## src/rtl/thr_pkg.sv

```systemverilog
package thr_pkg;
    localparam int CODE_W = 12;
    localparam int NUM_LVL = 3;
    localparam int EVT_W = 2 * NUM_LVL;
    localparam int ADDR_W = 8;
    localparam int DATA_W = 32;

    localparam logic [7:0] OFS_PEND = 8'h04;
    localparam logic [7:0] OFS_MASK = 8'h08;
    localparam logic [7:0] OFS_SEL  = 8'h0C;
    localparam logic [7:0] OFS_ARM  = 8'h10;
    localparam logic [7:0] OFS_LVL0 = 8'h14;
    localparam logic [7:0] OFS_CODE = 8'h28;

    typedef enum logic [2:0] {
        RS_NONE, RS_PEND, RS_MASK, RS_SEL, RS_ARM, RS_LVL, RS_CODE
    } rsel_e;

    function automatic logic [7:0] lvl_addr(input int idx);
        return OFS_LVL0 + 8'(4 * idx);
    endfunction
endpackage

```

## src/rtl/thr_regs.sv

```systemverilog
module thr_regs #(
    parameter int CW = thr_pkg::CODE_W,
    parameter int NL = thr_pkg::NUM_LVL,
    parameter int AW = thr_pkg::ADDR_W,
    parameter int DW = thr_pkg::DATA_W
) (
    input  logic                 clk,
    input  logic                 rst,
    input  logic [AW-1:0]        bus_addr,
    input  logic                 bus_wr,
    input  logic [DW-1:0]        bus_wdata,
    input  logic                 bus_rd,
    output logic [DW-1:0]        bus_rdata,
    input  logic [2*NL-1:0]      pend_i,
    input  logic [CW-1:0]        code_i,
    output logic [NL-1:0][CW-1:0] lvl_o,
    output logic [2*NL-1:0]      mask_o,
    output logic [2*NL-1:0]      sel_o,
    output logic [2*NL-1:0]      arm_o,
    output logic                 pend_wr_o,
    output logic [2*NL-1:0]      pend_wdata_o
);
    import thr_pkg::*;
    localparam int EW = 2 * NL;

    logic [NL-1:0] lvl_hit;
    logic [NL-1:0][CW-1:0] lvl_q;
    logic [EW-1:0] mask_q, sel_q, arm_q;
    rsel_e rsel;
    logic [DW-1:0] rd_mux;
    logic any_hit;
    logic unused_upper;

    assign unused_upper = ^bus_wdata[DW-1:CW];

    for (genvar i = 0; i < NL; i++) begin : g_lvl
        assign lvl_hit[i] = (bus_addr == AW'(lvl_addr(i)));
        always_ff @(posedge clk) begin
            if (rst)
                lvl_q[i] <= '0;
            else if (bus_wr && lvl_hit[i])
                lvl_q[i] <= bus_wdata[CW-1:0];
        end
    end

    always_comb begin
        rsel = RS_NONE;
        if (bus_addr == AW'(OFS_PEND))      rsel = RS_PEND;
        else if (bus_addr == AW'(OFS_MASK)) rsel = RS_MASK;
        else if (bus_addr == AW'(OFS_SEL))  rsel = RS_SEL;
        else if (bus_addr == AW'(OFS_ARM))  rsel = RS_ARM;
        else if (bus_addr == AW'(OFS_CODE)) rsel = RS_CODE;
        else if (|lvl_hit)                  rsel = RS_LVL;
    end

    assign any_hit = (rsel != RS_NONE);

    always_ff @(posedge clk) begin
        if (rst) begin
            mask_q <= '0;
            sel_q  <= '0;
            arm_q  <= '0;
        end else if (bus_wr) begin
            if (rsel == RS_MASK) mask_q <= bus_wdata[EW-1:0];
            if (rsel == RS_SEL)  sel_q  <= bus_wdata[EW-1:0];
            if (rsel == RS_ARM)  arm_q  <= bus_wdata[EW-1:0];
        end
    end

    always_comb begin
        rd_mux = '0;
        case (rsel)
            RS_PEND: rd_mux = DW'(pend_i);
            RS_MASK: rd_mux = DW'(mask_q);
            RS_SEL:  rd_mux = DW'(sel_q);
            RS_ARM:  rd_mux = DW'(arm_q);
            RS_CODE: rd_mux = DW'(code_i);
            RS_LVL: begin
                for (int i = 0; i < NL; i++)
                    if (lvl_hit[i]) rd_mux = DW'(lvl_q[i]);
            end
            default: rd_mux = '0;
        endcase
    end

    always_ff @(posedge clk) begin
        if (rst)
            bus_rdata <= '0;
        else if (bus_rd)
            bus_rdata <= rd_mux;
    end

    assign lvl_o        = lvl_q;
    assign mask_o       = mask_q;
    assign sel_o        = sel_q;
    assign arm_o        = arm_q;
    assign pend_wr_o    = bus_wr && (rsel == RS_PEND);
    assign pend_wdata_o = bus_wdata[EW-1:0];

    AST_UNMAPPED_READ_ZERO: assert property (@(posedge clk) disable iff (rst)
        (bus_rd && !any_hit) |=> (bus_rdata == '0));
    AST_UPPER_BITS_ZERO: assert property (@(posedge clk) disable iff (rst)
        bus_rd |=> (bus_rdata[DW-1:CW] == '0));
endmodule

```

## src/rtl/thr_cmp.sv

```systemverilog
module thr_cmp #(
    parameter int CW = thr_pkg::CODE_W,
    parameter int NL = thr_pkg::NUM_LVL
) (
    input  logic                  clk,
    input  logic                  rst,
    input  logic                  code_valid,
    input  logic [CW-1:0]         code_in,
    input  logic [NL-1:0][CW-1:0] lvl_i,
    output logic [NL-1:0]         up_o,
    output logic [NL-1:0]         dn_o,
    output logic [CW-1:0]         code_q_o
);
    logic [CW-1:0] prev_q;
    logic have_q;
    logic live;

    always_ff @(posedge clk) begin
        if (rst) begin
            prev_q <= '0;
            have_q <= 1'b0;
        end else if (code_valid) begin
            prev_q <= code_in;
            have_q <= 1'b1;
        end
    end

    assign live = code_valid && have_q;

    for (genvar i = 0; i < NL; i++) begin : g_cross
        logic at_or_above_new, at_or_above_old;
        assign at_or_above_new = (code_in >= lvl_i[i]);
        assign at_or_above_old = (prev_q >= lvl_i[i]);
        assign up_o[i] = live && !at_or_above_old && at_or_above_new;
        assign dn_o[i] = live && at_or_above_old && !at_or_above_new;
    end

    assign code_q_o = prev_q;

    AST_CODE_TRACKS_INPUT: assert property (@(posedge clk) disable iff (rst)
        code_valid |=> (code_q_o == $past(code_in)));
    AST_REPEAT_QUIET: assert property (@(posedge clk) disable iff (rst)
        (code_valid && code_in == code_q_o) |-> (up_o == '0 && dn_o == '0));
    AST_IDLE_QUIET: assert property (@(posedge clk) disable iff (rst)
        !code_valid |-> (up_o == '0 && dn_o == '0));
endmodule

```

## src/rtl/thr_pend.sv

```systemverilog
module thr_pend #(
    parameter int NL = thr_pkg::NUM_LVL
) (
    input  logic            clk,
    input  logic            rst,
    input  logic [NL-1:0]   up_i,
    input  logic [NL-1:0]   dn_i,
    input  logic [2*NL-1:0] arm_i,
    input  logic [2*NL-1:0] sel_i,
    input  logic [2*NL-1:0] mask_i,
    input  logic            pend_wr_i,
    input  logic [2*NL-1:0] pend_wdata_i,
    output logic [2*NL-1:0] pend_o,
    output logic            irq_o
);
    localparam int EW = 2 * NL;

    logic [EW-1:0] raw_evt, set_vec, keep_vec, pend_q;

    assign raw_evt  = {dn_i, up_i};
    assign set_vec  = raw_evt & arm_i & sel_i;
    assign keep_vec = pend_wr_i ? pend_wdata_i : {EW{1'b1}};

    always_ff @(posedge clk) begin
        if (rst)
            pend_q <= '0;
        else
            pend_q <= (pend_q & keep_vec) | set_vec;
    end

    assign pend_o = pend_q;
    assign irq_o  = |(pend_q & mask_i);

    AST_SET_WINS: assert property (@(posedge clk) disable iff (rst)
        (set_vec != '0) |=> (($past(set_vec) & ~pend_q) == '0));
    AST_NO_SPURIOUS_SET: assert property (@(posedge clk) disable iff (rst)
        ((pend_q & ~$past(pend_q) & ~$past(raw_evt & arm_i & sel_i)) == '0));
    AST_CLEAR_ALL: assert property (@(posedge clk) disable iff (rst)
        (pend_wr_i && pend_wdata_i == '0 && set_vec == '0) |=> (pend_q == '0));
    AST_IRQ_NEEDS_PENDING: assert property (@(posedge clk) disable iff (rst)
        (pend_q == '0) |-> !irq_o);
endmodule

```

## src/rtl/thermal_trip_irq.sv

```systemverilog
module thermal_trip_irq #(
    parameter int CW = thr_pkg::CODE_W,
    parameter int NL = thr_pkg::NUM_LVL,
    parameter int AW = thr_pkg::ADDR_W,
    parameter int DW = thr_pkg::DATA_W
) (
    input  logic          clk,
    input  logic          rst,
    input  logic [AW-1:0] bus_addr,
    input  logic          bus_wr,
    input  logic [DW-1:0] bus_wdata,
    input  logic          bus_rd,
    output logic [DW-1:0] bus_rdata,
    input  logic [CW-1:0] code_in,
    input  logic          code_valid,
    output logic          irq_out
);
    localparam int EW = 2 * NL;

    logic [NL-1:0][CW-1:0] lvl;
    logic [EW-1:0] mask, sel, arm, pend, pend_wdata;
    logic pend_wr;
    logic [NL-1:0] up, dn;
    logic [CW-1:0] code_q;

    thr_regs #(.CW(CW), .NL(NL), .AW(AW), .DW(DW)) u_regs (
        .clk(clk), .rst(rst),
        .bus_addr(bus_addr), .bus_wr(bus_wr), .bus_wdata(bus_wdata),
        .bus_rd(bus_rd), .bus_rdata(bus_rdata),
        .pend_i(pend), .code_i(code_q),
        .lvl_o(lvl), .mask_o(mask), .sel_o(sel), .arm_o(arm),
        .pend_wr_o(pend_wr), .pend_wdata_o(pend_wdata)
    );

    thr_cmp #(.CW(CW), .NL(NL)) u_cmp (
        .clk(clk), .rst(rst),
        .code_valid(code_valid), .code_in(code_in), .lvl_i(lvl),
        .up_o(up), .dn_o(dn), .code_q_o(code_q)
    );

    thr_pend #(.NL(NL)) u_pend (
        .clk(clk), .rst(rst),
        .up_i(up), .dn_i(dn), .arm_i(arm), .sel_i(sel), .mask_i(mask),
        .pend_wr_i(pend_wr), .pend_wdata_i(pend_wdata),
        .pend_o(pend), .irq_o(irq_out)
    );

    AST_RESET_QUIET: assert property (@(posedge clk)
        $past(rst) |-> (!irq_out && bus_rdata == '0));
endmodule

```

## config.mk

```make
export PLATFORM = sky130hd
export DESIGN_NAME = thermal_trip_irq
export DESIGN_NICKNAME = d
export VERILOG_FILES = /design/src/rtl/thr_pkg.sv /design/src/rtl/thr_regs.sv /design/src/rtl/thr_cmp.sv /design/src/rtl/thr_pend.sv /design/src/rtl/thermal_trip_irq.sv
export SDC_FILE = /design/constraint.sdc
export NUM_CORES = 1
export LEC_CHECK = 0
export BUFFER_PORTS_ARGS = -buffer_cell sky130_fd_sc_hd__buf_2
export CAP_MARGIN = 20
export CORE_UTILIZATION = 40
export CTS_CLUSTER_DIAMETER = 120
export DETAILED_ROUTE_END_ITERATION = 10
export GPL_TIMING_DRIVEN = 1
export PLACE_DENSITY_LB_ADDON = 0.05
export SETUP_SLACK_MARGIN = 0.02
export SKIP_LAST_GASP = 1
export SLEW_MARGIN = 20
export SYNTH_ARGS = -nofsm -noshare
export SYNTH_HDL_FRONTEND = slang
export SYNTH_SLANG_ARGS = --single-unit
export TNS_END_PERCENT = 100
```

## constraint.sdc

```tcl
create_clock -name clk -period 4.4 [get_ports clk]
set_input_delay 0.22 -clock clk [delete_from_list [all_inputs] [get_ports clk]]
set_output_delay 0.22 -clock clk [all_outputs]
set_load 0.05 [all_outputs]
```

==> results of run 1 <==
worst paths after layout:
kind                                           from                   to  slack [ps]  cells past startpoint
worst max register to register     u_regs.lvl_o[14]     u_pend.pend_o[1]        2200                      7
worst min-delay path                     code_in[0]    u_cmp.code_q_o[0]         130                      3
worst max-delay path                    bus_addr[3]     u_regs.lvl_o[22]        2160                      6
worst min register to register  u_regs.bus_rdata[7]  u_regs.bus_rdata[7]         450                      2
logic make-up (layout without fill, tap and decap cells):
family	count (synthesis)	after routing	share of synthesized area
mux	58	58	0.108
compound gates	141	141	0.170
fa+ha+maj	72	72	0.163
buf+inv	86	106	0.0776
flops	85	85	0.308
other cells	1	20	0.000678
simple gates	201	201	0.174
flip-flops by register name (all words and copies together) (netlist names):
| signal | count |
|---|---|
| u_regs.bus_rdata | 12 |
| u_cmp.code_q_o | 12 |
| u_cmp.have_q | 1 |
| u_regs.mask_o | 6 |
| u_regs.sel_o | 6 |
| u_regs.lvl_o | 36 |
| u_pend.pend_o | 6 |
| u_regs.arm_o | 6 |
power by group through the flow:
| stage | clock network, mW | registers [mW] | logic, mW |
|---|---|---|---|
| after floorplan | 0 | 0.801 | 0.181 |
| after global placement | 0 | 0.808 | 0.240 |
| after detailed placement | 0 | 0.808 | 0.247 |
| after CTS | 0.837 | 0.791 | 0.248 |
| after global routing | 0.870 | 0.791 | 0.275 |
| final | 0.821 | 0.791 | 0.249 |
layout by cell type (no fill, tap or decap), types with 4 or more instances in the layout:
master and count:
inv_1 36, o221ai_1 8, dfxtp_1 85, nand2b_1 10, or3_1 7, a31oi_1 8, nand3_1 28, clkbuf_16 9
o21ai_0 24, a21oi_1 46, mux2i_1 55, buf_2 49, and3_1 4, nand2_1 56, buf_4 6, o31ai_1 5
a211o_1 6, a22oi_1 9, nor2_1 65, nor2b_1 8, ha_1 72, conb_1 20, a22o_1 11
worst register-to-register path, cell delays in order, from the launching register on:
cell	delay, ps
dfxtp_1	390
inv_1	90
ha_1	300
a211o_1	250
a31oi_1	230
o221ai_1	250
a41o_1	360
a32o_1	240
routing by layer:
layer,up-vias,part of all wire,track usage
li1,2345,-,-
met1,2277,0.45,0.310
met2,137,0.49,0.401
met3,18,0.049,0.0409
met4,0,0.018,0.0625
met5,-,0,0
cell type report:
class / instances / share of cell area
clock buffer: 9 / 0.0367
sequential: 85 / 0.277
timing repair buffer: 55 / 0.0473
tap: 176 / 0.0359
multi-input combinational: 492 / 0.567
clock inverter: 6 / 0.0145
inverter: 36 / 0.0220
==> results.sh, run 1 <==
export IMPL_status="finished clean"
export IMPL_htreeDepth=3
export IMPL_min_path_type="in -> reg"
export IMPL_finalNetCount=808
export IMPL_antennaDiodeCount=0
export IMPL_overflow=0
export IMPL_cellPowerDensity_mw_per_mm2=303
export IMPL_drc_errors=0
export IMPL_seqPwrFrac=0.425
export IMPL_tritoncts="yes"
export IMPL_fin_tns_setup_ps=0
export IMPL_peakVddDrop_mv=0.244
export IMPL_finalHoldViolations=0
export IMPL_grt_setup_unrepaired="false"
export IMPL_drtIter0Drc=464
export IMPL_synth_cell_area_sq_mm=0.00553
export IMPL_yosys_register_bits=85
export IMPL_synth_commonest_cells="dfxtp_1 (85), ha_1 (72), nor2_1 (65), nand2_1 (56), mux2i_1 (55)"
export IMPL_postCtsSetupRepairBufs=0
export IMPL_timing_slew_headroom=0.286
export IMPL_worstMarginPinSlew_ps=1070
export IMPL_ctsHoldBuffers=0
export IMPL_p_comb_frac=0.134
export IMPL_crit_required_ps=4620
export IMPL_place_congestion=0.837
export IMPL_clkPwrFrac=0.441
export IMPL_drt_first_pass_iters=7
export IMPL_vias=4777
export IMPL_cellLeakagePower_nw=2.71
export IMPL_criticalPathCategory="in -> reg"
export IMPL_post_cts_resized=0
export IMPL_max_freq_mhz=446
export IMPL_grt_first_pass_wirelength_microns=25400
export IMPL_synth_edf_count=0
export IMPL_slowest_delay_ps=780
export IMPL_fin_crit_ps=2240
export IMPL_cts_sinks=85
export IMPL_rows=42
export IMPL_die_height_microns=120
export IMPL_areaGrowthSynthToFinish_pct=11.0
export IMPL_start_util=0.414
export IMPL_critPathArrivalTime_ps=2460
export IMPL_synth_ff_type="dfxtp_1"
export IMPL_layout_drive_gt1_share=0.122
export IMPL_die_area_sq_mm=0.0143
export IMPL_cp_top_family="simple AND/OR/NAND/NOR gates"
export IMPL_grt_pass1_vias=4415
export IMPL_wire_per_inst_microns=19.2
export IMPL_nFillCells=1379
export IMPL_cts_buffers=9
export IMPL_avgSynthCellArea_sq_um=8.59
export IMPL_synth_top_area_cell="dfxtp_1"
export IMPL_postLayoutCoreUtil=0.460
export IMPL_antenna_found_initial=0
export IMPL_yosysSeqAreaShare=0.308
export IMPL_setup_viol=0
export IMPL_synthCells=644
export IMPL_dp_cells=844
export IMPL_crit_chain="buf_2, nor4b_2, buf_4, nand3_1, mux2i_1, nor2_1"
export IMPL_synth_area_leaders="dfxtp_1 (31%), ha_1 (16%), mux2i_1 (10%)"
export IMPL_port_buffers=49
export IMPL_crit_path_start_kind="input pin"
export IMPL_vias_per_cell=5.56
export IMPL_design_area_sq_mm=0.00614
export IMPL_clockRootBuffer="clkbuf_16"
export IMPL_p_sw_uw=508
export IMPL_grt_max_degree=42
export IMPL_finalMaxSlewViolations=0
export IMPL_yosysWarningCount=0
export IMPL_p_sw_frac=0.273
export IMPL_p_total_mw=1.86
export IMPL_finalNonFillerCells=859
export IMPL_wl_microns=16500
export IMPL_cp_slowest_cell="nand3_1"
export IMPL_cp_end_kind="register"
export IMPL_multi_input_area_sq_mm=0.00348
export IMPL_p_int_mw=1.35
export IMPL_ant_nets=0
export IMPL_synth_most_common_cell="dfxtp_1"
export IMPL_synth_distinct_cells=53
export IMPL_worst_path_buf_inv=2
export IMPL_layout_setup_ws_ps=2160
export IMPL_synth_top_area_frac=0.308
export IMPL_seqCellArea_sq_mm=0.00170
export IMPL_crit_fanout=24
export IMPL_clk_pin_slew_worst_paths_ps=60
export IMPL_drv_cap=0
export IMPL_async_reset_ff_frac=0
export IMPL_track_usage=0.237
export IMPL_whs_ps=134
export IMPL_die_x_microns=120
export IMPL_post_route_period_util=0.509
export IMPL_dp_slack_ps=1770
export IMPL_clk_latency_ps=340
export IMPL_dp_hpwl_microns=12500
export IMPL_clock_skew_ps=5.41
export IMPL_io_pins=90
export IMPL_core_area_sq_mm=0.0133
export IMPL_clock_path_buffers=2
export IMPL_dpl_cell_area_sq_mm=0.00583
Power figures use the tool's default switching activity.
==> run 2, diff against run 1 <==
Clock period 4.4 ns to 2 ns, I/O delays scaled along.
==> run 2 against run 1 <==
  * Sequential cell count stayed put
  * Final cell count is 5.5% higher
  * Clock skew increased by 4.7 ps
  * Power rose by 130%
  * Hold slack worse by 130 ps
  * Critical path type is now reg -> reg
==> results.sh, run 2 (synthesis gave the netlist of run 1 again) <==
export IMPL_grt_setup_unrepaired="false"
export IMPL_die_height_microns=120
export IMPL_core_area_sq_mm=0.0133
export IMPL_crit_required_ps=2300
export IMPL_crit_fanout=2
export IMPL_drtIter0Drc=362
export IMPL_min_from="code_in[0]"
export IMPL_drv_cap=0
export IMPL_timing_slew_headroom=0.515
export IMPL_fin_crit_ps=1950
export IMPL_critPathArrivalTime_ps=2250
export IMPL_max_freq_mhz=513
export IMPL_clk_latency_ps=360
export IMPL_hold_end="u_cmp.code_q_o[0]"
export IMPL_cp_end_kind="register"
export IMPL_rr_endpoint="u_pend.pend_o[2]"
export IMPL_r2r_setup_slack_ps=50
export IMPL_grt_first_pass_wirelength_microns=26600
export IMPL_hold_depth=3
export IMPL_dpl_cell_area_sq_mm=0.00616
export IMPL_dp_hpwl_microns=13100
export IMPL_p_total_mw=4.22
export IMPL_status="finished clean"
export IMPL_finalHoldViolations=0
export IMPL_clk_pin_slew_worst_paths_ps=60
export IMPL_reg2reg_depth=8
export IMPL_final_cell_mix="dfxtp_1 (75), nor2_1 (65), ha_1 (62), mux2i_1 (55), nand2_1 (54)"
export IMPL_grt_pass1_vias=4841
export IMPL_vias=4978
export IMPL_slowest_delay_ps=370
export IMPL_largest_register_ffs=36
export IMPL_rr_startpoint="u_regs.lvl_o[31]"
export IMPL_die_area_sq_mm=0.0143
export IMPL_design_area_sq_mm=0.00683
export IMPL_port_buffers=49
export IMPL_finalNetCount=854
export IMPL_cellPowerDensity_mw_per_mm2=618
export IMPL_min_path_type="in -> reg"
export IMPL_cp_slowest_cell="or3_4"
export IMPL_track_usage=0.247
export IMPL_nFillCells=1286
export IMPL_grt_max_degree=34
export IMPL_cellLeakagePower_nw=3.00
export IMPL_ant_nets=0
export IMPL_place_congestion=0.877
export IMPL_rows=42
export IMPL_setup_viol=0
export IMPL_clock_path_buffers=2
export IMPL_drt_first_pass_iters=5
export IMPL_die_x_microns=120
export IMPL_wl_microns=17100
export IMPL_criticalPathCategory="reg -> reg"
export IMPL_postLayoutCoreUtil=0.511
export IMPL_finalMaxSlewViolations=0
export IMPL_cts_buffers=9
export IMPL_worstMarginPinSlew_ps=724
export IMPL_post_route_period_util=0.975
export IMPL_htreeDepth=3
export IMPL_crit_path_start_kind="register"
export IMPL_layout_drive_gt1_share=0.242
export IMPL_wire_per_inst_microns=18.9
export IMPL_ctsHoldBuffers=0
export IMPL_vias_per_cell=5.49
export IMPL_start_util=0.414
export IMPL_drc_errors=0
export IMPL_clock_skew_ps=10.1
export IMPL_antenna_found_initial=0
export IMPL_io_pins=90
export IMPL_tritoncts="yes"
export IMPL_antennaDiodeCount=0
export IMPL_areaGrowthSynthToFinish_pct=23.4
export IMPL_final_common_cell="dfxtp_1"
export IMPL_peakVddDrop_mv=0.534
export IMPL_overflow=0
export IMPL_clockRootBuffer="clkbuf_16"
export IMPL_crit_chain="inv_2, buf_4, ha_4, nand2_4, or3_4, o221ai_4, a41o_1, a32o_1"
export IMPL_cts_sinks=85
## run 2: changes by cell type in the layout (fill, tap and decap cells not counted), sizes merged
cell	delta
bufinv	-1
inv	+1
clkinv	-2
clkbuf	+3
buf	+46
## run 2: repair_timing
| action | 4_1_cts | 5_1_grt |
|---|---|---|
| setup endpoints to repair | 6 | 6 |
| gates resized for setup | 11 | 46 |
| pin swaps | 4 | 18 |
| buffers inserted | 0 | 1 |
## run 2: per-stage QoR
step	setup slack [ps]	setup TNS [ps]	std cells	hold slack, ps
after floorplan	255	0	663	244
after global placement	-39.1	-177	889	365
after detailed placement	-53.5	-220	889	369
after CTS	25.1	0	905	6.83
after global routing	20.7	0	906	17.9
final	50.4	0	906	7.72
## run 2: critical path, delay by kind of cell, from the launching register on
family	cells	cell delay [ps]
buf+inv	2	170
fa+ha+maj	1	270
compound gates	3	700
flops	1	340
simple gates	2	420
## run 2: metal layers
layer	global-route usage	wire [microns]
met1	0.323	7880
met2	0.397	8020
met3	0.0551	747
met4	0.0938	436
met5	0	0
## run 2: layout make-up
type                    instances  area, sq um  share of cell area
clock buffers                  12          267              0.0390
clock inverters                 4         53.8             0.00788
inverters                      36          135              0.0198
multi-input cells             492         3800               0.557
flip-flops and latches         85         1710               0.251
well taps                     176          220              0.0323
repair buffers                101          636              0.0931
## run 2: how the worst max path moves through the flow
stage,depth (start not counted),start,endpoint
final,8,u_regs.lvl_o[31],u_pend.pend_o[2]
after global routing,8,u_regs.lvl_o[31],u_pend.pend_o[2]
after CTS,8,u_regs.lvl_o[31],u_pend.pend_o[2]
after detailed placement,7,u_regs.lvl_o[26],u_pend.pend_o[2]
after global placement,7,u_regs.lvl_o[26],u_pend.pend_o[5]
after floorplan,7,u_regs.lvl_o[2],u_pend.pend_o[0]
## run 2: power by group
group / switching, mW / internal (mW)
clock network: 0.734 / 1.07
registers: 0.0253 / 1.71
logic: 0.423 / 0.251
total: 1.18 / 3.03
==> run 3, diff against run 2 <==
==> constraint.sdc (replaced) <==
create_clock -name clk -period 2 [get_ports clk]
set_input_delay 0.3 -clock clk [delete_from_list [all_inputs] [get_ports clk]]
set_output_delay 0.3 -clock clk [all_outputs]
set_load 0.05 [all_outputs]
==> run 3 against run 2 <==
  * Wire length increased by 1.7%
  * Sequential share of layout area decreased by 0.53 points
  * First-iteration DRC count fell by 19%
  * Register-to-register slack about the same
  * Clock-buffer cell count down 2
  * Non-clock buffer count rose by 15
  * Sequential power about the same
  * Fmax increased by 0.73%
  * Clock power is 2% higher
  * Die area stayed put
  * Largest power group unchanged
  * Highest routed layer unchanged
==> results.sh, run 3 (synthesis gave the netlist of run 1 again) <==
export IMPL_final_common_cell="dfxtp_1"
export IMPL_start_util=0.414
export IMPL_reg2reg_depth=8
export IMPL_drc_errors=0
export IMPL_die_area_sq_mm=0.0143
export IMPL_clockRootBuffer="clkbuf_16"
export IMPL_io_pins=90
export IMPL_drtIter0Drc=292
export IMPL_die_x_microns=120
export IMPL_post_route_period_util=0.968
export IMPL_grt_pass1_vias=4861
export IMPL_drt_first_pass_iters=5
export IMPL_fin_tns_setup_ps=0
export IMPL_finalNetCount=869
export IMPL_crit_path_start_kind="register"
export IMPL_min_path_type="in -> reg"
export IMPL_status="finished clean"
export IMPL_r2r_setup_slack_ps=60
export IMPL_grt_setup_unrepaired="true"
export IMPL_layout_setup_ws_ps=64.6
export IMPL_cellPowerDensity_mw_per_mm2=611
export IMPL_clk_pin_slew_worst_paths_ps=60
export IMPL_clk_latency_ps=360
export IMPL_fin_crit_ps=1940
export IMPL_wire_per_inst_microns=18.9
export IMPL_antennaDiodeCount=0
export IMPL_clock_skew_ps=7.29
export IMPL_rr_startpoint="u_regs.lvl_o[7]"
export IMPL_antenna_found_initial=0
export IMPL_core_area_sq_mm=0.0133
export IMPL_worstMarginPinSlew_ps=693
export IMPL_min_from="code_in[0]"
export IMPL_grt_max_degree=33
export IMPL_crit_fanout=2
export IMPL_drv_cap=0
export IMPL_rows=42
export IMPL_postLayoutCoreUtil=0.525
export IMPL_tritoncts="yes"
export IMPL_rr_endpoint="u_pend.pend_o[0]"
export IMPL_vias=5032
export IMPL_wl_microns=17400
export IMPL_critPathArrivalTime_ps=2230
export IMPL_ctsHoldBuffers=0
export IMPL_cp_end_kind="register"
export IMPL_peakVddDrop_mv=0.448
export IMPL_cts_buffers=9
export IMPL_crit_required_ps=2300
export IMPL_overflow=0
export IMPL_seqCellArea_sq_mm=0.00172
export IMPL_multi_input_area_sq_mm=0.00382
export IMPL_design_area_sq_mm=0.00700
export IMPL_largest_register_ffs=36
export IMPL_ant_nets=0
export IMPL_die_height_microns=120
export IMPL_cts_sinks=85
export IMPL_dp_hpwl_microns=13400
export IMPL_port_buffers=49
export IMPL_htreeDepth=3
export IMPL_layout_drive_gt1_share=0.267
export IMPL_max_freq_mhz=517
export IMPL_timing_slew_headroom=0.536
export IMPL_vias_per_cell=5.46
export IMPL_hold_end="u_cmp.code_q_o[0]"
export IMPL_place_congestion=0.861
export IMPL_dp_slack_ps=-134
export IMPL_finalMaxSlewViolations=0
export IMPL_cellLeakagePower_nw=3.09
export IMPL_final_cell_mix="dfxtp_1 (69), nor2_1 (65), buf_4 (63), ha_1 (61), mux2i_1 (55)"
export IMPL_grt_first_pass_wirelength_microns=26800
export IMPL_hold_depth=3
export IMPL_nFillCells=1300
export IMPL_track_usage=0.249
export IMPL_setup_viol=0
export IMPL_areaGrowthSynthToFinish_pct=26.6
export IMPL_dpl_cell_area_sq_mm=0.00628
export IMPL_criticalPathCategory="reg -> reg"
export IMPL_clock_path_buffers=2
export IMPL_finalHoldViolations=0
==> run 3: cell count changes in the layout (fill, tap and decap cells not counted), sizes merged <==
| cell | previous run | this run |
|---|---|---|
| buf | 101 | 116 |
| clkinv | 0 | 3 |
| clkbuf | 12 | 10 |
| bufinv | 1 | 2 |
| clkinvlp | 2 | 1 |
| inv | 37 | 36 |
==> run 3: stage by stage <==
| stage | hold WS (ps) | power, mW | cells |
|---|---|---|---|
| final | 199 | 4.28 | 921 |
| after floorplan | 435 | 2.16 | 663 |
| after global placement | 435 | 2.36 | 901 |
| after detailed placement | 445 | 2.38 | 901 |
| after global routing | 214 | 4.45 | 921 |
| after CTS | 195 | 4.26 | 917 |
==> run 3: report_power, final <==
| group | switching (mW) | internal, mW | leakage (nW) |
|---|---|---|---|
| clock network | 0.722 | 1.13 | 0.158 |
| registers | 0.0296 | 1.71 | 0.695 |
| logic | 0.423 | 0.269 | 2.24 |
==> run 3: area by class of cell <==
cell class / instances / share of cell area
clock buffer: 10 / 0.0341
clock inverter: 6 / 0.0123
inverter: 36 / 0.0196
multi-input combinational: 492 / 0.545
sequential: 85 / 0.246
tap: 176 / 0.0314
timing repair buffer: 116 / 0.111
==> run 3: repair_timing <==
action	4_1_cts	5_1_grt
pin swaps	5	20
gates resized for setup	7	61
gates cloned	0	0
endpoints found under the setup margin	6	6
setup buffers	0	4
==> run 3: how the worst max path moves through the flow <==
| stage | startpoint | endpoint | slack, ps | depth (start not counted) |
|---|---|---|---|---|
| after CTS | u_regs.lvl_o[26] | u_pend.pend_o[2] | 10 | 8 |
| after detailed placement | code_in[2] | u_pend.pend_o[2] | -130 | 7 |
| after floorplan | bus_addr[4] | u_regs.sel_o[5] | 220 | 6 |
| after global routing | u_regs.lvl_o[29] | u_pend.pend_o[2] | 10 | 8 |
| final | u_regs.lvl_o[7] | u_pend.pend_o[0] | 60 | 8 |
| after global placement | code_in[2] | u_pend.pend_o[0] | -120 | 7 |
==> run 3: metal layers <==
metal  track usage  up-vias  part of all wire
met5             0        -                 0
met4        0.0969        0             0.026
met3        0.0447       26             0.039
met2         0.414      132              0.49
met1         0.318     2407              0.44
li1              -     2467                 -
==> run 3: critical path, stage by stage, from the launching register on <==
cell and delay (ps):
dfxtp_2 340, inv_2 50, buf_6 110, ha_4 260, nand2_4 50, or3_4 380
o221ai_4 220, a41o_1 290, a32o_1 180
